**src/rtl/pkt_tx_source.sv**
```systemverilog
module pkt_tx_source #(
  parameter int DESC_W      = 128,
  parameter int DATA_W      = 64,
  parameter int LEN_W       = 10,
  parameter int HASDATA_BIT = 126,
  parameter int LEN_LSB     = 96,
  localparam int DPB        = DATA_W / 32,
  localparam int MAX_DW     = 1 << LEN_W,
  localparam int MAX_BEATS  = MAX_DW / DPB,
  localparam int CNT_W      = $clog2(MAX_BEATS + 1),
  localparam int ADDR_W     = $clog2(MAX_BEATS)
) (
  input  logic              clk,
  input  logic              rst_n,
  input  logic              cmd_valid,
  output logic              cmd_ready,
  input  logic [DESC_W-1:0] cmd_desc,
  input  logic              cmd_has_data,
  input  logic [LEN_W-1:0]  cmd_len,
  input  logic              cmd_hdr4,
  output logic              pkt_req,
  output logic [DESC_W-1:0] pkt_hdr,
  input  logic              pkt_ack,
  output logic              dat_frame,
  output logic              dat_valid,
  output logic [DATA_W-1:0] dat_beat,
  input  logic              dat_wait,
  output logic [ADDR_W-1:0] pay_addr,
  input  logic [DATA_W-1:0] pay_data
);

  logic              req_q, busy_q, valid_q, acked_q, hdr4_q;
  logic [DESC_W-1:0] hdr_q, hdr_in;
  logic [CNT_W-1:0]  left_q;
  logic [ADDR_W-1:0] idx_q;

  function automatic logic [CNT_W-1:0] beats_of(input logic [LEN_W-1:0] len);
    logic [LEN_W:0] dw;
    dw = (len == '0) ? (LEN_W+1)'(MAX_DW) : {1'b0, len};
    return CNT_W'((dw + (LEN_W+1)'(DPB - 1)) / (LEN_W+1)'(DPB));
  endfunction

  always_comb begin
    hdr_in = cmd_desc;
    hdr_in[HASDATA_BIT] = cmd_has_data;
    hdr_in[LEN_LSB +: LEN_W] = cmd_len;
  end

  wire ack_hit = req_q & pkt_ack;
  wire gate    = acked_q | (ack_hit & ~hdr4_q);
  wire xfer    = valid_q & ~dat_wait & gate;
  wire last    = xfer & (left_q == CNT_W'(1));
  wire take    = cmd_valid & cmd_ready;

  assign cmd_ready = (~req_q | pkt_ack) & (~busy_q | last);
  assign pkt_req   = req_q;
  assign pkt_hdr   = hdr_q;
  assign dat_valid = valid_q;
  assign dat_frame = busy_q & (~valid_q | (left_q > CNT_W'(1)));
  assign dat_beat  = pay_data;
  assign pay_addr  = idx_q;

  always_ff @(posedge clk) begin
    if (!rst_n) begin
      req_q   <= 1'b0;
      busy_q  <= 1'b0;
      valid_q <= 1'b0;
      acked_q <= 1'b0;
      hdr4_q  <= 1'b0;
      hdr_q   <= '0;
      left_q  <= '0;
      idx_q   <= '0;
    end else if (take) begin
      req_q   <= 1'b1;
      hdr_q   <= hdr_in;
      hdr4_q  <= cmd_hdr4;
      acked_q <= 1'b0;
      busy_q  <= cmd_has_data;
      valid_q <= 1'b0;
      left_q  <= cmd_has_data ? beats_of(cmd_len) : '0;
      idx_q   <= '0;
    end else begin
      if (ack_hit) begin
        req_q   <= 1'b0;
        acked_q <= 1'b1;
      end
      if (busy_q) begin
        if (!valid_q) begin
          valid_q <= 1'b1;
        end else if (xfer) begin
          left_q <= left_q - CNT_W'(1);
          idx_q  <= idx_q + ADDR_W'(1);
          if (left_q == CNT_W'(1)) begin
            busy_q  <= 1'b0;
            valid_q <= 1'b0;
          end
        end
      end
    end
  end

endmodule

```
**config.mk**
```make
export PLATFORM = sky130hd
export DESIGN_NAME = pkt_tx_source
export DESIGN_NICKNAME = d
export VERILOG_FILES = /design/src/rtl/pkt_tx_source.sv
export SDC_FILE = /design/constraint.sdc
export NUM_CORES = 1
export LEC_CHECK = 0
export BUFFER_PORTS_ARGS = -buffer_cell sky130_fd_sc_hd__buf_2
export CAP_MARGIN = 25
export CORE_AREA = 2 2 162 164
export CTS_CLUSTER_SIZE = 30
export DETAILED_ROUTE_END_ITERATION = 6
export DIE_AREA = 0 0 164 166
export GPL_ROUTABILITY_DRIVEN = 0
export PLACE_DENSITY = 0.57
export SLEW_MARGIN = 10
export SYNTH_ARGS = -nofsm -noshare
export SYNTH_HDL_FRONTEND = slang
export SYNTH_SLANG_ARGS = --single-unit
```
**constraint.sdc**
```tcl
create_clock -name clk -period 5.5 [get_ports clk]
set_clock_uncertainty 0.2 [all_clocks]
set_input_delay 0.825 -clock clk [delete_from_list [all_inputs] [get_ports clk]]
set_output_delay 0.825 -clock clk [all_outputs]
set_load 0.02 [all_outputs]
```
Yosys cells after proc, flatten, opt, wreduce, memory -nomap -nowiden

Index checks and enable logic that the tools add are counted.

Logic and storage cells: 52
Memories: 0
Latch bits: 0
Output and inout bits: 205
Input bits: 209
Bits in read-only memories: 0
Bits in registers: 152
Bits in writable memories: 0

$add $sub $neg: 3
Shifts and indexed selects: 0
Divide/modulo/power cells: 0
Reductions and logical operators: 8
Muxes and demuxes: 13
Multiply operators: 0
Order comparisons: 1
Equality and inequality tests: 1
Bitwise logic cells: 18

Operator list:

| operator                                             | count |
|---|---|
| 2-to-1 mux 10 bit                                    | 5 |
| adder 11 x 1 -> 11 bit (second input constant)       | 1 |
| 2-to-1 mux 11 bit                                    | 1 |
| == test 10 x 1 -> 1 bit (second input constant)      | 1 |
| > comparator 10 x 1 -> 1 bit (second input constant) | 1 |
| zero test 10 bit                                     | 1 |
| subtractor 10 x 1 -> 10 bit (second input constant)  | 1 |
| adder 9 x 1 -> 9 bit (second input constant)         | 1 |
| bitwise AND 1 bit                                    | 8 |
| nonzero test 2 bit                                   | 4 |
| 2-to-1 mux 1 bit                                     | 7 |
| NOT 1 bit                                            | 6 |
| AND reduction 3 bit                                  | 2 |
| OR 1 bit                                             | 4 |
| OR reduction 2 bit                                   | 1 |

Depth between registers and ports, before layout

Depth in word-level cells: 10
Mapped depth: 10
Mapped depth without buffers: 7

Least setup slack after synthesis

No wires, ideal clock.

Kind: input port to output port
Start: input port dat_wait
End: output port cmd_ready
Path buffers: 0
Slack: 2.388 ns
Data arrival time: 2.087 ns
Cell stages on the path: 4
Required time: 4.475 ns
Cell sequence: nor2b_1 o21ai_0 o31ai_1 a21boi_0

Cells in the longest elaborated chain, start to end: 6

Ends and longest elaborated chain:

| item                            | RTL line | RTL |
|---|---|---|
| start, declared                 | 27       | `input logic dat_wait,` |
| NOT 1 bit                       | 51       | `wire xfer = valid_q & ~dat_wait & gate;` |
| bitwise AND 1 bit (2 in series) | 51       |  |
| bitwise AND 1 bit               | 52       | `wire last = xfer & (left_q == CNT_W'(1));` |
| OR 1 bit                        | 55       | `assign cmd_ready = (~req_q \| pkt_ack) & (~busy_q \| last);` |
| bitwise AND 1 bit               | 55       |  |
| end, declared                   | 16       | `output logic cmd_ready,` |

Every way passes these cells.

Worst setup path in the final report

Same ends and word-level chain as after synthesis.

==> results by group <==
Synthesis
  • Post-synth EDFFs: 0
  • Post-synth ARST share: 0
  • Syn Inst Count: 799
  • Synth unique cells: 38
  • Cell Area, Synth: between 6000 and 7000 um^2
  • Most used DFF post-synth: dfxtp_1
  • Register area share after synthesis: 0.4867
  • Warning count from the yosys run: 0
  • Yosys reg bits: about 150
  • Syn nets: between 1,000 and 1,500
  • Avg Inst Size Synth: 7.825 um^2

Critical path
  • Worst Path Arrival: 2.27 ns
  • Worst Setup SP: dat_wait
  • R2r setup slk: between 2 and 3 ns
  • Worst-path maximum fanout: 5
  • Worst Setup End Kind: primary output
  • Required time worst endpoint: approximately 4.5 ns
  • Worst r2r src: left_q[0]$_SDFFE_PN0P_
  • CP Class: input pin to primary output
  • Worst reg2reg endpoint: pkt_hdr[114]$_SDFFE_PN0N_
  • Critical Path End: cmd_ready
  • Startpoint types: input pin
  • Worst r2r path cells: 7

Flow run
  • Max Cap Viol: 0

Place
  • I/O Buffers: 274
  • Detailed placement HPWL: roughly 12,000 um

Clock tree
  • CTS Buffer Depth: 2
  • Post-CTS Setup Inserts: 0
  • Clock latency on the worst-skew pair: around 0.4 ns
  • Root buf cell: clkbuf_16
  • H-tree levels: 4
  • Quantity of hold-fixing buffers added after cts: 0
  • TritonCTS clock tree: yes
  • Clock sink count: between 150 and 200
  • Clock-pin slew on the worst setup and hold paths: 0.06 ns
  • CTS buffer count: 17
  • Cts repair resizes: 0

Global routing
  • GR Overflow Total: 0
  • Gr usage total: 0.1254
  • Largest net degree at the start of global routing: 72
  • Initial antenna violation count: 0
  • Global-route wire length before repair: approximately 28,000 um
  • Vias in the first global route: around 5,400

Route
  • Wire per inst: around 13 um
  • Vias per cell: between 4 and 5
  • Remaining DRCs: 0
  • DR vias: approximately 5,700
  • Final antenna-violating net count: 0
  • Pre-antenna DRT Iters: 4
  • Iter 0 DRT Violations: 272
  • DRT Wirelength: between 15,000 and 20,000 um

STA
  • Final period utilization: 0.5995
  • Max frequency: ~300 MHz
  • Worst rel slew slack: 0.3961
  • RSZ-0062 raised after global routing: no
  • Setup violations, final: 0
  • Fin. max-slew vios: 0
  • Minimum clock period: ~3.3 ns
  • Slew @ Worst Pin: between 0.9 and 1 ns
  • Final hold viol count: 0
  • Setup TNS: 0 ns

Die
  • Area of the core: 25,620 um^2
  • Core Rows: between 50 and 60
  • Io pins: ~410
  • Die H: around 170 um
  • Total Die Area: between 20,000 and 30,000 um^2
  • Die W: about 160 um
  • Initial core utilization: 0.2441

Finish
  • Commonest cells after routing, fill and taps aside: buf_2, nand2_1, dfxtp_1, a21oi_1, clkbuf_16
  • Leading cell type in the layout, fill and taps excluded: buf_2
  • Sequential cell area: just over 3000 um^2
  • Antenna cells: 0
  • Area Growth Syn to Fin: 28.22%
  • FILL cells: approximately 2,800
  • Fraction of layout cells with a size suffix above 1: 0.3193
  • NumNets Final: roughly 1,200
  • Core Util, Final: 0.3129
  • Multi-input gate area: between 2000 and 3000 um^2

Power
  • Pwr Density: 345.0 nW/um^2
  • Leak pwr: between 3 and 4 nW
  • Highest ir drop seen on vdd: approximately 0.21 mV

Run status
  • Status: finished, final reports clean

Min path
  • Worst Hold Launch: hdr4_q$_SDFFE_PN0N_
  • Hold Path Class: flop to flop
worst min path at each step:
stage                                to  slack [ns]  cells past startpoint
6_report            hdr4_q$_SDFFE_PN0N_        0.25                      2
5_1_grt        pkt_hdr[91]$_SDFFE_PN0N_        0.26                      2
4_1_cts        pkt_hdr[73]$_SDFFE_PN0N_        0.25                      2
3_5_place_dp   pkt_hdr[73]$_SDFFE_PN0N_        0.24                      2
3_3_place_gp   pkt_hdr[96]$_SDFFE_PN0N_        0.24                      2
2_1_floorplan       hdr4_q$_SDFFE_PN0N_        0.23                      2
report_power, final:
part           internal (W)  switching, W  leakage (nW)  total [W]
logic              0.000143      0.000268          2.13   0.000411
registers           0.00117     0.0000370          1.25    0.00121
clock network      0.000653      0.000493         0.266    0.00115
total               0.00197      0.000797          3.64    0.00277
worst max-delay path, cell delays in order:
cell	delay, ns
buf_2	0.10
nor2b_1	0.28
o21ai_0	0.14
o31ai_1	0.52
a21boi_0	0.22
buf_2	0.19
per-layer routing:
| metal | global-route usage | share of wire | vias up |
|---|---|---|---|
| li1 | - | - | 2911 |
| met1 | 0.1463 | 0.43 | 2585 |
| met2 | 0.2108 | 0.48 | 177 |
| met3 | 0.04221 | 0.065 | 27 |
| met4 | 0.04920 | 0.024 | 0 |
| met5 | 0 | 0 | - |
flip-flops by register name, summed over array words and instances, names as in the netlist:
signal,flops
dat_valid,1
busy_q,1
acked_q,1
hdr4_q,1
pkt_req,1
left_q,10
pay_addr,9
pkt_hdr,128
cell type report:
| cell class | count | share of cell area |
|---|---|---|
| flip-flops and latches | 152 | 0.3796 |
| multi-input cells | 523 | 0.3136 |
| repair buffers | 281 | 0.1776 |
| clock buffers | 20 | 0.05697 |
| well taps | 335 | 0.05229 |
| clock inverters | 12 | 0.01452 |
| inverters | 11 | 0.005463 |
kinds of logic (layout without fill, tap and decap cells):
kind of cell / Yosys count / after routing / share of synthesized area
and+or+nand+nor: 328 / 328 / 0.2125
xor gates and xnor gates: 23 / 23 / 0.03222
adders and majority gates: 5 / 5 / 0.01001
AOI/OAI and AO/OA: 167 / 167 / 0.1435
DFF: 152 / 152 / 0.4867
buffers and inverters: 124 / 324 / 0.1151
synth_stat cells, types with 4 or more instances:
cell type  count  share of area
clkbuf_1      34          0.020
xor2_1        12          0.017
nor4_1         5         0.0050
o21ai_0        5         0.0040
nand2_1      270           0.16
nor2_1        15         0.0090
a21oi_1      143           0.11
buf_4         64          0.077
nand3_1       10         0.0080
a211oi_1       5         0.0060
nand4_1        5         0.0050
nor3_1        10         0.0080
dfxtp_1      152           0.49
inv_1         10         0.0060
xnor2_1       11          0.015
buf_2         11         0.0088
ha_1           5          0.010
buf_1          4         0.0024
per-stage QoR:
step           area (um^2)  power, W  instances  worst slack, ns  hold slack [ns]
6_report              8016  0.002766       1334            2.203           0.2506
5_1_grt               8016  0.002917       1334            1.984           0.2636
4_1_cts               8016  0.002820       1334            2.201           0.2520
3_5_place_dp          7443  0.001652       1302            2.110           0.2430
3_3_place_gp          7443  0.001646       1302            2.144           0.2388
2_1_floorplan         6252  0.001553        799            2.388           0.2321
Note: power is estimated with default switching activity, not from simulation.
